--- config.mk ---
export PLATFORM = sky130hd
export DESIGN_NAME = irq_toggle_ctrl
export DESIGN_NICKNAME = d
export VERILOG_FILES = /design/src/rtl/irq_toggle_pkg.sv /design/src/rtl/irq_event_capture.sv /design/src/rtl/irq_status_reg.sv /design/src/rtl/irq_mask_out.sv /design/src/rtl/irq_toggle_ctrl.sv
export SDC_FILE = /design/constraint.sdc
export NUM_CORES = 1
export LEC_CHECK = 0
export ABC_AREA = 1
export BUFFER_PORTS_ARGS = -buffer_cell sky130_fd_sc_hd__buf_2
export CAP_MARGIN = 30
export CORE_ASPECT_RATIO = 0.5
export CORE_MARGIN = 4
export CORE_UTILIZATION = 45
export DETAILED_ROUTE_END_ITERATION = 12
export PLACE_DENSITY = 0.68
export SLEW_MARGIN = 10
export SYNTH_ARGS = -nofsm -noshare
export SYNTH_HDL_FRONTEND = slang
export SYNTH_SLANG_ARGS = --single-unit
--- constraint.sdc ---
create_clock -name clk -period 1.5 [get_ports clk]
set_input_delay 0.15 -clock clk [delete_from_list [all_inputs] [get_ports clk]]
set_output_delay 0.15 -clock clk [all_outputs]
set_load 0.02 [all_outputs]
--- src/rtl/irq_toggle_pkg.sv ---
package irq_toggle_pkg;
  localparam int unsigned REG_W        = 32;
  localparam int unsigned GIE_POS      = 31;
  localparam int unsigned POS_RX_AVAIL = 8;
  localparam int unsigned POS_TX_HALF  = 6;
  localparam int unsigned POS_RX_OVR   = 5;
  localparam int unsigned POS_RX_FULL  = 4;
  localparam int unsigned POS_TX_UNDR  = 3;
  localparam int unsigned POS_TX_EMPTY = 2;

  typedef struct packed {
    logic rx_avail;
    logic rx_full;
    logic rx_ovr;
    logic tx_half;
    logic tx_undr;
    logic tx_empty;
    logic byte_done;
  } irq_events_t;

  typedef enum logic [1:0] {
    SEL_NONE   = 2'd0,
    SEL_STATUS = 2'd1,
    SEL_ENABLE = 2'd2,
    SEL_GLOBAL = 2'd3
  } reg_sel_e;
endpackage

--- src/rtl/irq_event_capture.sv ---
module irq_event_capture
  import irq_toggle_pkg::*;
#(
  parameter int unsigned W = REG_W
) (
  input  irq_events_t ev,
  output logic [W-1:0] set_vec
);
  // One row per event source: which status bit it drives.
  localparam int unsigned NSRC = 6;

  logic [NSRC-1:0] src_hit;
  int unsigned     src_pos [NSRC];

  always_comb begin
    src_pos[0] = POS_RX_AVAIL;
    src_pos[1] = POS_RX_FULL;
    src_pos[2] = POS_RX_OVR;
    src_pos[3] = POS_TX_HALF;
    src_pos[4] = POS_TX_UNDR;
    src_pos[5] = POS_TX_EMPTY;
  end

  // A finished byte implies data arrived and the transmit side drained.
  assign src_hit[0] = ev.rx_avail | ev.byte_done;
  assign src_hit[1] = ev.rx_full;
  assign src_hit[2] = ev.rx_ovr;
  assign src_hit[3] = ev.tx_half;
  assign src_hit[4] = ev.tx_undr;
  assign src_hit[5] = ev.tx_empty | ev.byte_done;

  always_comb begin
    set_vec = '0;
    for (int s = 0; s < NSRC; s++) begin
      if (src_hit[s]) set_vec[src_pos[s]] = 1'b1;
    end
  end
endmodule

--- src/rtl/irq_status_reg.sv ---
module irq_status_reg #(
  parameter int unsigned W = 32
) (
  input  logic         clk,
  input  logic         rst_n,
  input  logic         toggle_en,
  input  logic [W-1:0] toggle_val,
  input  logic [W-1:0] set_vec,
  output logic [W-1:0] status_q,
  output logic [W-1:0] status_d
);
  for (genvar b = 0; b < W; b++) begin : g_bit
    logic flip;
    assign flip        = toggle_en & toggle_val[b];
    // Hardware set has priority over the software toggle.
    assign status_d[b] = set_vec[b] | (status_q[b] ^ flip);

    always_ff @(posedge clk) begin
      if (!rst_n) status_q[b] <= 1'b0;
      else        status_q[b] <= status_d[b];
    end
  end
endmodule

--- src/rtl/irq_mask_out.sv ---
module irq_mask_out #(
  parameter int unsigned W       = 32,
  parameter int unsigned GIE_BIT = 31
) (
  input  logic         clk,
  input  logic         rst_n,
  input  logic         en_wr,
  input  logic         gie_wr,
  input  logic [W-1:0] wdata,
  input  logic [W-1:0] status_d,
  output logic [W-1:0] enable_q,
  output logic         gie_q,
  output logic         irq_q
);
  logic [W-1:0] enable_d;
  logic         gie_d;
  logic         irq_d;

  assign enable_d = en_wr  ? wdata          : enable_q;
  assign gie_d    = gie_wr ? wdata[GIE_BIT] : gie_q;
  // Built from next-state values so irq moves on the same edge as the registers.
  assign irq_d    = gie_d & (|(status_d & enable_d));

  always_ff @(posedge clk) begin
    if (!rst_n) begin
      enable_q <= '0;
      gie_q    <= 1'b0;
      irq_q    <= 1'b0;
    end else begin
      enable_q <= enable_d;
      gie_q    <= gie_d;
      irq_q    <= irq_d;
    end
  end
endmodule

--- src/rtl/irq_toggle_ctrl.sv ---
module irq_toggle_ctrl
  import irq_toggle_pkg::*;
(
  input  logic        clk,
  input  logic        rst_n,
  input  logic        sel_status,
  input  logic        sel_enable,
  input  logic        sel_global,
  input  logic        wr_en,
  input  logic [31:0] wdata,
  output logic [31:0] rdata,
  input  logic        ev_rx_not_empty,
  input  logic        ev_rx_full,
  input  logic        ev_rx_overrun,
  input  logic        ev_tx_half_empty,
  input  logic        ev_tx_underrun,
  input  logic        ev_tx_empty,
  input  logic        ev_byte_done,
  output logic        irq
);
  localparam int unsigned W = REG_W;

  irq_events_t  ev;
  logic [W-1:0] set_vec;
  logic [W-1:0] status_q;
  logic [W-1:0] status_d;
  logic [W-1:0] enable_q;
  logic         gie_q;
  logic         wr_status;
  logic         wr_enable;
  logic         wr_global;
  reg_sel_e     rsel;

  assign ev.rx_avail  = ev_rx_not_empty;
  assign ev.rx_full   = ev_rx_full;
  assign ev.rx_ovr    = ev_rx_overrun;
  assign ev.tx_half   = ev_tx_half_empty;
  assign ev.tx_undr   = ev_tx_underrun;
  assign ev.tx_empty  = ev_tx_empty;
  assign ev.byte_done = ev_byte_done;

  assign wr_status = wr_en & sel_status;
  assign wr_enable = wr_en & sel_enable;
  assign wr_global = wr_en & sel_global;

  irq_event_capture #(.W(W)) u_cap (
    .ev      (ev),
    .set_vec (set_vec)
  );

  irq_status_reg #(.W(W)) u_stat (
    .clk        (clk),
    .rst_n      (rst_n),
    .toggle_en  (wr_status),
    .toggle_val (wdata),
    .set_vec    (set_vec),
    .status_q   (status_q),
    .status_d   (status_d)
  );

  irq_mask_out #(.W(W), .GIE_BIT(GIE_POS)) u_mask (
    .clk      (clk),
    .rst_n    (rst_n),
    .en_wr    (wr_enable),
    .gie_wr   (wr_global),
    .wdata    (wdata),
    .status_d (status_d),
    .enable_q (enable_q),
    .gie_q    (gie_q),
    .irq_q    (irq)
  );

  always_comb begin
    if (sel_status)      rsel = SEL_STATUS;
    else if (sel_enable) rsel = SEL_ENABLE;
    else if (sel_global) rsel = SEL_GLOBAL;
    else                 rsel = SEL_NONE;
  end

  always_comb begin
    unique case (rsel)
      SEL_STATUS: rdata = status_q;
      SEL_ENABLE: rdata = enable_q;
      SEL_GLOBAL: begin
        rdata          = '0;
        rdata[GIE_POS] = gie_q;
      end
      default:    rdata = '0;
    endcase
  end
endmodule

; Word level (Yosys, flattened, before mapping)
; Index checks and enable logic that the tools add are counted.
[classes]
eq_ne = 3
muxes = 12
n_bitwise = 103
reduce_logical = 1
[ops]
columns = op, count
row1 = one-hot mux 32 bit (3 select lines), 1
row2 = AND 1 bit, 36
row3 = AND 32 bit, 1
row4 = 2-to-1 mux 32 bit, 1
row5 = OR reduction 32 bit, 1
row6 = bitwise XOR 1 bit, 32
row7 = OR 1 bit (first input constant), 23
row8 = OR 1 bit, 11
row9 = 2-to-1 mux 9 bit, 1
row10 = 2-to-1 mux 7 bit, 1
row11 = 2-to-1 mux 2 bit, 3
row12 = 2-to-1 mux 6 bit, 1
row13 = 2-to-1 mux 5 bit, 1
row14 = equality test 2 bit (second input constant), 2
row15 = 2-to-1 mux 4 bit, 1
row16 = 2-to-1 mux 3 bit, 1
row17 = equality test 2 x 1 -> 1 bit (second input constant), 1
row18 = 2-to-1 mux 1 bit, 1
[totals]
ff_bits = 66
in_bits = 45
out_inout_bits = 33
wordCells = 154

; Depth between registers and ports, before layout
; Gate-level depths: netlist of run 1.
[logic_depth]
depth_word = 11
depth_mapped = 12
mapped_depth_nobuf = 10

; Modules after synthesis
; Synthesis of run 1 repeated with hierarchy kept, for this count alone.
[unflattened]
cells_unflattened = 726
hier_area_um2 = 4340.4
[by_module_without_submodules]
columns = mod, instances, cells_each, area_each_um2, seq_area_each_um2
row1 = irq_status_reg, 1, 298, 1911.8, 640.6
row2 = irq_mask_out, 1, 275, 1662.8, 680.7
row3 = irq_toggle_ctrl, 1, 117, 518.0, 0.0
row4 = irq_event_capture, 1, 36, 247.7, 0.0

; Least setup slack after synthesis of run 1
; Ideal clock, no wire load.
[synth_timing]
path_kind = in2out
start = input sel_enable
end = output rdata[27]
arrival_ps = 1168
required_ps = 1350
setup_slack_ps = 182
cell_stages = 6
n_path_buf = 4
cell_sequence = buf_2 -> buf_4 -> buf_2 -> buf_2 -> nand3_1 -> o21ai_0
[synth_via]
elab_chain_cells = 4
word_cells_on_any_way = 6
classes_between = eq/ne: 3 / mux: 3
[synth_rtl]
columns = element, line_no
row1 = from (decl), irq_toggle_ctrl.sv:7  ; input logic sel_enable,
row2 = 2-to-1 mux 2 bit (*), irq_toggle_ctrl.sv:75  ; else if (sel_enable) rsel = SEL_ENABLE;
row3 = 2-to-1 mux 2 bit (*), irq_toggle_ctrl.sv:74  ; if (sel_status) rsel = SEL_STATUS;
row4 = equality test 2 bit / equality test 2 x 1 -> 1 bit (equally long branches), irq_toggle_ctrl.sv:81  ; unique case (rsel)
row5 = one-hot mux 32 bit (3 select lines) (*), irq_toggle_ctrl.sv:81
row6 = to (decl), irq_toggle_ctrl.sv:11  ; output logic [31:0] rdata,
; Every way passes the cells marked *; elsewhere a longest branch is shown, timed or not.

; Worst setup path after layout of run 1
[layout_timing]
start = input sel_status
end = output rdata[5]
[layout_via]
elab_chain_cells = 3
word_cells_on_any_way = 5
classes_between = eq/ne: 3 / mux: 2
[layout_rtl]
columns = element, line_no
row1 = from (decl), irq_toggle_ctrl.sv:6  ; input logic sel_status,
row2 = 2-to-1 mux 2 bit (*), irq_toggle_ctrl.sv:74
row3 = equality test 2 bit / equality test 2 x 1 -> 1 bit (equally long branches), irq_toggle_ctrl.sv:81
row4 = one-hot mux 32 bit (3 select lines) (*), irq_toggle_ctrl.sv:81
; Marks and branches as above.

==> results of run 1 <==
-- layout make-up --
class	instances	area share, %
clock buffer	14	6.21
clock inverter	2	0.227
inverter	65	5.59
multi-input combinational	407	41.6
sequential	66	30.0
tap	108	3.06
timing repair buffer	96	13.4
-- routing by layer --
layer / global-route usage [%] / routed length [um] / share of wire (%) / vias up
met4: 4.80 / 80 / 0.84 / 0
li1: - / - / - / 2004
met3: 5.40 / 706 / 7.5 / 10
met1: 26.7 / 4430 / 47 / 1702
met5: 0 / 0 / 0 / -
met2: 32.6 / 4250 / 45 / 116
-- cells in the final DEF, fill, tap and decap left out, drive strengths merged --
| cell type | Yosys | routed |
|---|---|---|
| inv | 65 | 64 |
| o22ai | 6 | 6 |
| nor3 | 1 | 1 |
| clkinv | 0 | 3 |
| o21a | 6 | 6 |
| nand2 | 153 | 153 |
| a21oi | 25 | 25 |
| o211ai | 1 | 1 |
| buf | 28 | 96 |
| nand3 | 130 | 130 |
| clkbuf | 6 | 14 |
| dfxtp | 66 | 66 |
| o21ai | 31 | 31 |
| nor2 | 48 | 48 |
| nand4 | 6 | 6 |
-- worst max-delay path: cells and delay by family --
| family | cells | cell delay (ns) |
|---|---|---|
| and+or+nand+nor | 1 | 0.16 |
| AOI/OAI and AO/OA | 1 | 0.20 |
| buffers and inverters | 4 | 0.66 |
-- state kept, by name, summed over array words and instances (netlist names) --
name and flops:
u_mask.irq_q 1, u_mask.gie_q 1, u_mask.enable_q 32, u_stat.status_q 32
-- cells by family (layout without fill, tap and decap cells) --
group | count (synthesis) | count (layout) | synth area share (%)
AO/OA/AOI/OAI | 69 | 69 | 10.2
buffers and inverters | 99 | 177 | 13.1
flip-flops | 66 | 66 | 36.4
AND/OR/NAND/NOR | 338 | 338 | 40.3
-- stage by stage --
step,power (uW),area (sq um)
floorplan,2460,3630
global placement,2720,4130
detailed placement,2720,4130
CTS,4740,4410
global route,4910,4410
finish,4670,4410
-- how the worst max path moves through the flow --
| stage | startpoint | end | slack, ns | cells past startpoint |
|---|---|---|---|---|
| floorplan | sel_enable | rdata[27] | 0.18 | 6 |
| global placement | wr_en | u_mask.irq_q$_SDFF_PN0_ | 0.04 | 11 |
| detailed placement | wr_en | u_mask.irq_q$_SDFF_PN0_ | 0.01 | 11 |
| CTS | sel_status | rdata[5] | 0.18 | 6 |
| global route | sel_status | rdata[8] | 0.1 | 6 |
| finish | sel_status | rdata[5] | 0.18 | 6 |
-- power breakdown --
| part | switching (uW) | total (uW) | internal [uW] | leakage [uW] |
|---|---|---|---|---|
| logic | 506 | 793 | 286 | 0.00155 |
| registers | 43.4 | 1900 | 1850 | 0.000542 |
| clock network | 730 | 1980 | 1250 | 0.000143 |
| total | 1280 | 4670 | 3390 | 0.00223 |
==> out/metrics.csv, run 1 <==
stage,metric,value,unit
setup_path,reg2reg_to,u_mask.irq_q$_SDFF_PN0_,
setup_path,cp-start-kind,input port,
timing,hold_violations,0,
setup_path,crit_chain,buf_2 -> inv_1 -> buf_4 -> nand2_1 -> o22ai_1 -> buf_2,
cts,htree_levels,3,
yosys,ys_seq_elements,66,
yosys,ys_types,20,
cts,clk_pin_slew,0.05,ns
timing,setup_violations,0,
die,dieArea,9650,sq um
outcome,status,completed,
cts,clock_latency,0.33,ns
yosys,seq_area_frac_synth,36.4,%
timing,timing.hold.ws,0.123,ns
timing,rsz0062_at_grt,no,
route,drt_iter0_markers,377,
setup_path,crit_top_cell,buf_2,
global_route,grt.overflow.total,0,
finish,syn_to_final_growth,21.5,%
cts,cts_buffers,9,
timing,setup_ws,0.176,ns
cts,ctsResizeCount,0,
finish,diodes,0,
yosys,synth_cells,572,
die,start_util,48.0,%
timing,finalSetupTns,0,ns
finish,drive_above_1_share,17.4,%
yosys,synth_top_area_share,36.4,%
finish,fin_util,58.3,%
die,rows,22,
cts,postCtsSetupRepairBufs,0,
die,ios,78,
timing,fin_crit_sh,88.3,%
die,chipWidth,135,um
hold_path,holdPathStages,3,
route,vias_per_cell,5.06,
cts,ctsHoldBuffers,0,
yosys,netlist.top_cell.by_area,dfxtp_1,
route,drt-total-wl,9.47,mm
hold_path,hold_path_class,in2reg,
hold_path,min-delay-start,rst_n,
placed_design,gp_congestion,0.880,
yosys,syn_area,3630,sq um
timing,max_freq,0.755,GHz
placed_design,place_worst_setup_slack,0.0142,ns
setup_path,max_stage_delay,0.20,ns
pwr,leakagePower,0.00223,uW
die,core,7570,sq um
hold_path,hold_end,u_stat.status_q[5]$_SDFF_PN0_,
route,ant_nets,0,
pwr,peakVddDrop,0.703,mV
cts,clock-sinks,66,
yosys,yosysWarningCount,0,
timing,max_slew_margin,83.5,%
yosys,synthArstFlopShare,0,%
timing,finalCriticalPeriod,1.32,ns
route,wl_per_cell,12.5,um
finish,multi_input_area,1830,sq um
die,die_h,71.5,um
yosys,synth_area_leaders,"dfxtp_1 (36%), nand3_1 (18%), nand2_1 (16%)",
placed_design,dp.cells,742,
yosys,synth-main-ff-cell,dfxtp_1,
finish,n_fill_cell,752,
timing,worst_pin_slew,0.245,ns
global_route,grt_pass1_vias,3489,
setup_path,cp_max_fo,10,
timing,finalClockSkew,0.00412,ns
global_route,grt.total_usage,20.0,%
setup_path,critPathKind,in2out,
setup_path,slowest_stage,o22ai_1,
yosys,synth_top_cells_by_count,"nand2_1 (151), nand3_1 (130), dfxtp_1 (66), inv_1 (64), nor2_1 (48)",
cts,cts_tree,built,
pwr,p_per_area,1060,nW/um^2
setup_path,r2r_slack,0.34,ns
finish,seqCellArea,1320,sq um
yosys,synth_edf_count,0,
setup_path,cp_data_required_time,1.35,ns
global_route,grt_pass1_wl,15.7,mm
global_route,antenna_found_initial,0,
cts,cts_root_buf,clkbuf_16,
route,routed-via-count,3832,
placed_design,io_buffers,77,
finish,fin_cells,758,
route,drcViolationCount,0,
finish,nets,690,
yosys,syn_nets,617,
yosys,synth_most_common_cell,nand2_1,
timing,drv_slew,0,
cts,max-clock-path-buffers,2,
setup_path,rr_startpoint,u_stat.status_q[8]$_SDFF_PN0_,
run,maxCapViolCount,0,
setup_path,end_kind,output pin,
yosys,avgSynthCellArea,6.35,sq um
placed_design,hpwl,6.69,mm
setup_path,arrival,1.17,ns
global_route,grt_max_degree,52,
route,first_pass_iters,5,
setup_path,r2r_cells,9,
(Power assumes the default switching activity.)
==> run 2: changes to the inputs <==
Settings changed: PLACE_DENSITY 0.68 to 0.67, SYNTH_HIERARCHICAL set to 1.
==> run 2 against run 1 <==
Compared with the run above:
- register-to-register slack worse by 0.11 ns
- count of clock-buffer cells in the layout is 1 lower
- critical endpoint is now rdata[31]
- non-clock buffer count is 6 lower
- synthesized cell count is 27% higher
- power is 5.4% higher
- critical path type unchanged
- clock skew hardly changed
- clock power hardly changed
- die area is 18% higher
- sequential share of layout area is 3.6 points lower
- global-route usage is 2.2 points lower
- highest routed layer unchanged
- largest power group unchanged
- critical path depth is 3 higher
==> out/metrics.csv, run 2 <==
stage,metric,value,unit,change
outcome,status,completed,,unchanged
finish,fin_util,53.2,%,was 58.3%
cts,clock-sinks,66,,unchanged
yosys,synthArstFlopShare,0,%,unchanged
yosys,seq_area_frac_synth,30.4,%,was 36.4%
finish,top_regs,"u_mask/enable_q (32), u_stat/status_q (32)",,"was u_mask.enable_q (32), u_stat.status_q (32)"
yosys,synth_xor_area_share,0,%,unchanged
finish,drive_above_1_share,18.4,%,was 17.4%
timing,setup_violations,0,,unchanged
finish,n_fill_cell,994,,was 752
finish,final_common_cell,nand2_1,,unchanged
yosys,synth_top_family_by_area,simple AND/OR/NAND/NOR gates,,unchanged
yosys,synthMuxAreaShare,0,%,unchanged
setup_path,arrival,1.19,ns,was 1.17 ns
placed_design,place_area,4700,sq um,was 4130 sq um
route,routed-via-count,4096,,"was 3,832"
global_route,grt_pass1_wl,16.7,mm,was 15.7 mm
placed_design,dp.cells,918,,was 742
finish,final_cell_mix,"nand2_1 (319), inv_1 (139), buf_2 (77)",,"was nand2_1 (151), nand3_1 (130), buf_2 (77)"
placed_design,io_buffers,77,,unchanged
cts,htree_levels,3,,unchanged
timing,drv_slew,0,,unchanged
pwr,p_per_area,982,nW/um^2,was 1060 nW/um^2
yosys,yosysWarningCount,6,,was 0
die,start_util,46.1,%,was 48.0%
yosys,synth_area_leaders,"dfxtp_1 (30%), nand2_1 (28%), inv_1 (12%)",,"was dfxtp_1 (36%), nand3_1 (18%), nand2_1 (16%)"
cts,cts_tree,built,,unchanged
timing,rsz0062_at_grt,no,,unchanged
cts,cts_buffers,9,,unchanged
yosys,ys_types,18,,was 20
hold_path,holdPathStages,5,,was 3
route,drcViolationCount,0,,unchanged
global_route,grt_pass1_vias,3844,,"was 3,489"
setup_path,rr_startpoint,u_mask/enable_q[5]$_SDFF_PN0_,,was u_stat.status_q[8]$_SDFF_PN0_
pwr,peakVddDrop,0.609,mV,was 0.703 mV
finish,diodes,0,,unchanged
yosys,synth_most_common_cell,nand2_1,,unchanged
finish,syn_to_final_growth,15.4,%,was 21.5%
finish,fin_cells,936,,was 758
pwr,finalPower,4920,uW,was 4670 uW
finish,nets,841,,was 690
route,drt_iter0_markers,218,,was 377
yosys,synth_compound_area_share,1.73,%,was 10.2%
hold_path,hold_path_class,in2reg,,unchanged
die,core,9420,sq um,was 7570 sq um
yosys,synth_edf_count,0,,unchanged
timing,finalCriticalPeriod,1.34,ns,was 1.32 ns
route,ant_nets,0,,unchanged
global_route,antenna_found_initial,0,,unchanged
yosys,synth_top_area_share,30.4,%,was 36.4%
cts,clk_pin_slew,0.05,ns,about the same
yosys,synth-main-ff-cell,dfxtp_1,,unchanged
die,chipWidth,147,um,was 135 um
die,die_h,77.4,um,was 71.5 um
finish,multi_input_area,2150,sq um,was 1830 sq um
hold_path,min-delay-start,ev_tx_half_empty,,was rst_n
yosys,syn_area,4340,sq um,was 3630 sq um
global_route,grt_max_degree,37,,was 52
cts,clock_latency,0.32,ns,was 0.33 ns
setup_path,cp_data_required_time,1.35,ns,about the same
pwr,leakagePower,0.00295,uW,was 0.00223 uW
route,drt-total-wl,10.1,mm,was 9.47 mm
timing,finalClockSkew,0.00427,ns,was 0.00412 ns
placed_design,hpwl,7.02,mm,was 6.69 mm
setup_path,cp_max_fo,18,,was 10
route,first_pass_iters,4,,was 5
setup_path,critical_path.startpoint,sel_status,,unchanged
route,wl_per_cell,10.7,um,was 12.5 um
yosys,synthAdderAreaFrac,0,%,unchanged
timing,hold_violations,0,,unchanged
route,vias_per_cell,4.38,,was 5.06
global_route,grt.overflow.total,0,,unchanged
setup_path,end_kind,output pin,,unchanged
cts,cts_root_buf,clkbuf_16,,unchanged
die,dieArea,11400,sq um,was 9650 sq um
cts,ctsResizeCount,0,,unchanged
timing,fin_crit_sh,89.4,%,was 88.3%
yosys,yosys.area_share.simple,45.3,%,was 40.3%
finish,finalInstanceArea,5010,sq um,was 4410 sq um
die,ios,78,,unchanged
run,maxCapViolCount,0,,unchanged
timing,max_freq,0.746,GHz,was 0.755 GHz
die,rows,25,,was 22
yosys,avgSynthCellArea,5.98,sq um,was 6.35 sq um
global_route,grt.total_usage,17.9,%,was 20.0%
setup_path,critPathKind,in2out,,unchanged
placed_design,gp_congestion,0.785,,was 0.880
setup_path,cp-start-kind,input port,,unchanged
yosys,netlist.top_cell.by_area,dfxtp_1,,unchanged
setup_path,r2r_cells,7,,was 9
yosys,ys_seq_elements,66,,unchanged
yosys,synth_top_cells_by_count,"nand2_1 (319), inv_1 (140), dfxtp_1 (66), nand3_1 (54)",,"was nand2_1 (151), nand3_1 (130), dfxtp_1 (66), inv_1 (64), nor2_1 (48)"
cts,max-clock-path-buffers,2,,unchanged
finish,seqCellArea,1320,sq um,unchanged
yosys,synth_cells,726,,was 572
==> run 2: changes by cell type after synthesis, moves of 10 or more <==
cell | previous run | this run
nand2_1 | 151 | 319
a21oi_1 | 25 | 15
nor2_1 | 48 | 30
nand3_1 | 130 | 54
buf_4 | 6 | 30
inv_1 | 64 | 140
nand2_2 | 0 | 10
nand3_2 | 0 | 28
o21ai_0 | 28 | 0
==> run 2: where the power goes <==
group | leakage (uW) | internal, uW | switching [uW] | total, uW
combinational | 0.00226 | 362 | 614 | 976
clock | 0.000138 | 1280 | 709 | 1990
sequential | 0.000548 | 1880 | 74.7 | 1950
==> run 2: what timing repair did <==
action                                  in CTS  in global routing
hold buffers                                 0                  0
buffers inserted                             0                  1
cloned                                       0                  1
endpoints found under the setup margin       1                 18
pin swaps                                    1                  1
==> run 2: cells by family after synthesis <==
group	after synthesis
AND/OR/NAND/NOR	446
buffers and inverters	198
other	1
flip-flops	66
AO/OA/AOI/OAI	15
==> run 2: worst max-delay path, stage by stage <==
cell     delay (ns)
buf_2          0.13
buf_4          0.18
buf_4          0.27
inv_1          0.09
nand2_1        0.07
nand2_1        0.05
nand2_1        0.06
nand2_1        0.05
buf_2          0.15
==> run 2: metrics by stage <==
step | setup slack (ns) | TNS [ns] | hold slack [ns]
after global placement | -0.0960 | -0.0960 | 0.445
after CTS | 0.0229 | 0 | 0.112
after floorplan | 0.0272 | 0 | 0.248
final | 0.159 | 0 | 0.119
after detailed placement | -0.125 | -0.150 | 0.450
after global routing | 0.0807 | 0 | 0.122
==> run 2: final timing paths <==
| check | to | slack [ns] |
|---|---|---|
| max | rdata[31] | 0.16 |
| min | u_stat/status_q[6]$_SDFF_PN0_ | 0.12 |
| max reg2reg | u_mask/irq_q$_SDFF_PN0_ | 0.23 |
| min reg2reg | u_mask/enable_q[23]$_SDFF_PN0_ | 0.48 |
==> run 2: per-layer routing <==
layer / vias to the layer above / track usage [%] / routed length, um
met5: - / 0 / 0
met4: 0 / 5.30 / 87
met3: 9 / 3.91 / 440
met2: 75 / 31.8 / 4800
met1: 1796 / 21.8 / 4730
li1: 2216 / - / -
==> run 2: cell type report <==
cell class,instances,share of cell area (%)
flip-flops and latches,66,26.4
clock inverters,3,0.799
repair buffers,90,11.1
clock buffers,13,4.80
well taps,135,3.37
multi-input cells,488,42.9
inverters,141,10.6
==> run 3: changes to the inputs <==
Settings changed: CORE_MARGIN 4 to unset.
==> run 3 against run 2 <==
Compared with the run above:
- combinational power increased by 2%
- largest cell class unchanged
- routed wire length decreased by 1.7%
- largest power group is now registers
- final area increased by 0.60%
- first-iteration DRC count increased by 3.7%
- clock power decreased by 4%
==> out/metrics.csv, run 3 (synthesized netlist as in run 2, its figures left out) <==
stage,metric,value,unit,change
die,die_h,71.4,um,was 77.4 um
setup_path,critPathKind,in2reg,,was in2out
setup_path,reg2reg_to,u_mask/irq_q$_SDFF_PN0_,,unchanged
global_route,grt_pass1_wl,16.9,mm,was 16.7 mm
pwr,leakagePower,0.00298,uW,was 0.00295 uW
die,core,9040,sq um,was 9420 sq um
setup_path,cp_data_required_time,1.71,ns,was 1.35 ns
setup_path,r2r_slack,0.20,ns,was 0.23 ns
global_route,grt.overflow.total,0,,unchanged
timing,setup_ws,0.187,ns,was 0.159 ns
pwr,combPwrFrac,20.4,%,was 19.8%
outcome,status,completed,,unchanged
hold_path,hold_path_class,in2reg,,unchanged
cts,cts_buffers,9,,unchanged
hold_path,holdPathStages,5,,unchanged
cts,clock_latency,0.33,ns,was 0.32 ns
die,rows,24,,was 25
global_route,grt_max_degree,39,,was 37
hold_path,min-delay-start,ev_tx_half_empty,,unchanged
placed_design,io_buffers,77,,unchanged
setup_path,cp-start-kind,input port,,unchanged
pwr,clock_power_share,39.4,%,was 40.5%
die,start_util,48.0,%,was 46.1%
route,first_pass_iters,5,,was 4
route,drt_iter0_markers,226,,was 218
die,chipWidth,141,um,was 147 um
setup_path,crit_top_cell,nand2_1,,unchanged
finish,nets,847,,was 841
pwr,p_per_area,966,nW/um^2,was 982 nW/um^2
cts,ctsResizeCount,0,,unchanged
global_route,antenna_found_initial,0,,unchanged
finish,final_common_cell,nand2_1,,unchanged
timing,fin_crit_sh,87.5,%,was 89.4%
cts,clock-sinks,66,,unchanged
timing,hold_violations,0,,unchanged
route,ant_nets,0,,unchanged
die,ios,78,,unchanged
setup_path,rr_startpoint,u_mask/enable_q[8]$_SDFF_PN0_,,was u_mask/enable_q[5]$_SDFF_PN0_
finish,finalInstanceArea,5040,sq um,was 5010 sq um
run,maxCapViolCount,0,,unchanged
cts,cts_tree,built,,unchanged
cts,clk_pin_slew,0.05,ns,about the same
setup_path,end_kind,register,,was output pin
timing,max_freq,0.762,GHz,was 0.746 GHz
finish,n_fill_cell,918,,was 994
placed_design,place_area,4740,sq um,was 4700 sq um
setup_path,crit_chain,buf_2 -> nand2_1 -> inv_2 -> buf_12 -> nand2_1 -> nand2_1 -> nand3_1 -> nand3_1 -> nand2_1 -> nor2_1 -> nand2_1 -> nor2_1 -> a21oi_1,,was buf_2 -> buf_4 -> buf_4 -> inv_1 -> nand2_1 -> nand2_1 -> nand2_1 -> nand2_1 -> buf_2
route,vias_per_cell,4.39,,was 4.38
setup_path,arrival,1.52,ns,was 1.19 ns
placed_design,place_worst_setup_slack,-0.148,ns,was -0.125 ns
global_route,grt_pass1_vias,3734,,"was 3,844"
pwr,intPower,3440,uW,was 3520 uW
placed_design,gp_congestion,0.795,,was 0.785
pwr,pwr-share-seq,40.1,%,was 39.7%
pwr,peakVddDrop,0.584,mV,was 0.609 mV
timing,finalClockSkew,0.00409,ns,was 0.00427 ns
timing,rsz0062_at_grt,no,,unchanged
setup_path,slowest_stage,nor2_1,,was buf_4
finish,diodes,0,,unchanged
route,routed-via-count,4110,,"was 4,096"
timing,finalCriticalPeriod,1.31,ns,was 1.34 ns
setup_path,r2r_cells,7,,unchanged
global_route,grt.total_usage,21.3,%,was 17.9%
setup_path,cp_max_fo,38,,was 18
timing,setup_violations,0,,unchanged
pwr,switchingPower,1420,uW,was 1400 uW
finish,final_cell_mix,"nand2_1 (319), inv_1 (139), buf_2 (77)",,unchanged
route,drt-total-wl,9.88,mm,was 10.1 mm
pwr,swShare,29.2,%,was 28.4%
finish,fin_cells,936,,unchanged
timing,drv_slew,0,,unchanged
finish,syn_to_final_growth,16.1,%,was 15.4%
route,wl_per_cell,10.6,um,was 10.7 um
finish,drive_above_1_share,19.2,%,was 18.4%
hold_path,hold_end,u_stat/status_q[6]$_SDFF_PN0_,,unchanged
cts,htree_levels,3,,unchanged
die,dieArea,10100,sq um,"was 11,400 sq um"
cts,cts_root_buf,clkbuf_16,,unchanged
route,drcViolationCount,0,,unchanged
placed_design,dp.cells,919,,was 918
setup_path,max_stage_delay,0.21,ns,was 0.27 ns
placed_design,hpwl,6.90,mm,was 7.02 mm
finish,top_regs,"u_mask/enable_q (32), u_stat/status_q (32)",,unchanged
cts,max-clock-path-buffers,2,,unchanged
==> run 3: cell count changes in the layout (fill, tap and decap cells not counted), sizes merged <==
cell,delta
bufinv,-1
clkbuf,-1
buf,+6
clkinv,+1
==> run 3: how the worst max path moves through the flow <==
| stage | startpoint | to | slack (ns) | depth (start not counted) |
|---|---|---|---|---|
| 4_1_cts | sel_status | rdata[21] | 0.03 | 6 |
| 3_3_place_gp | wr_en | u_mask/irq_q$_SDFF_PN0_ | -0.11 | 11 |
| 5_1_grt | sel_status | u_mask/irq_q$_SDFF_PN0_ | 0.02 | 13 |
| 6_report | sel_status | u_mask/irq_q$_SDFF_PN0_ | 0.19 | 13 |
| 2_1_floorplan | sel_status | u_mask/irq_q$_SDFF_PN0_ | 0.03 | 15 |
| 3_5_place_dp | sel_status | u_mask/irq_q$_SDFF_PN0_ | -0.15 | 13 |
==> run 3: critical path: cells and delay by family <==
family | cells | cell delay, ns
AOI/OAI and AO/OA | 1 | 0.08
buffers and inverters | 3 | 0.43
and+or+nand+nor | 9 | 0.84
==> run 3: cell type report <==
class,count,area [sq um],share of cell area (%)
multi-input cells,488,2150,42.7
flip-flops and latches,66,1320,26.2
inverters,141,529,10.5
well taps,130,163,3.23
repair buffers,96,603,12.0
clock inverters,3,15.0,0.298
clock buffers,12,256,5.09
==> run 3: per-layer routing <==
layer | wire length, um | up-vias | global-route usage (%)
li1 | - | 2225 | -
met1 | 4830 | 1791 | 27.1
met2 | 4550 | 87 | 36.8
met3 | 436 | 7 | 5.21
met4 | 65 | 0 | 5.07
met5 | 0 | - | 0
==> run 3: stage by stage <==
| stage | util (%) | hold slack (ns) | total power (uW) | TNS, ns |
|---|---|---|---|---|
| 2_1_floorplan | - | 0.248 | 2730 | 0 |
| 5_1_grt | 55.7 | 0.125 | 5180 | 0 |
| 3_3_place_gp | 52.4 | 0.446 | 2950 | -0.110 |
| 6_report | 55.7 | 0.113 | 4870 | 0 |
| 4_1_cts | 55.4 | 0.102 | 4920 | 0 |
| 3_5_place_dp | 52.4 | 0.450 | 2970 | -0.148 |
==> run 3: what timing repair did <==
item                                   CTS  global route
endpoints found under the hold margin    0             0
setup buffers                            0             1
setup endpoints to repair                0            26
hold buffers                             0             0
==> run 3: power groups by stage <==
| stage | registers [uW] | clock network [uW] | logic [uW] |
|---|---|---|---|
| after detailed placement | 1990 | 0 | 980 |
| after CTS | 1950 | 1980 | 985 |
| after floorplan | 1970 | 0 | 753 |
| after global routing | 1970 | 2070 | 1130 |
| after global placement | 1990 | 0 | 965 |
| final | 1950 | 1920 | 995 |
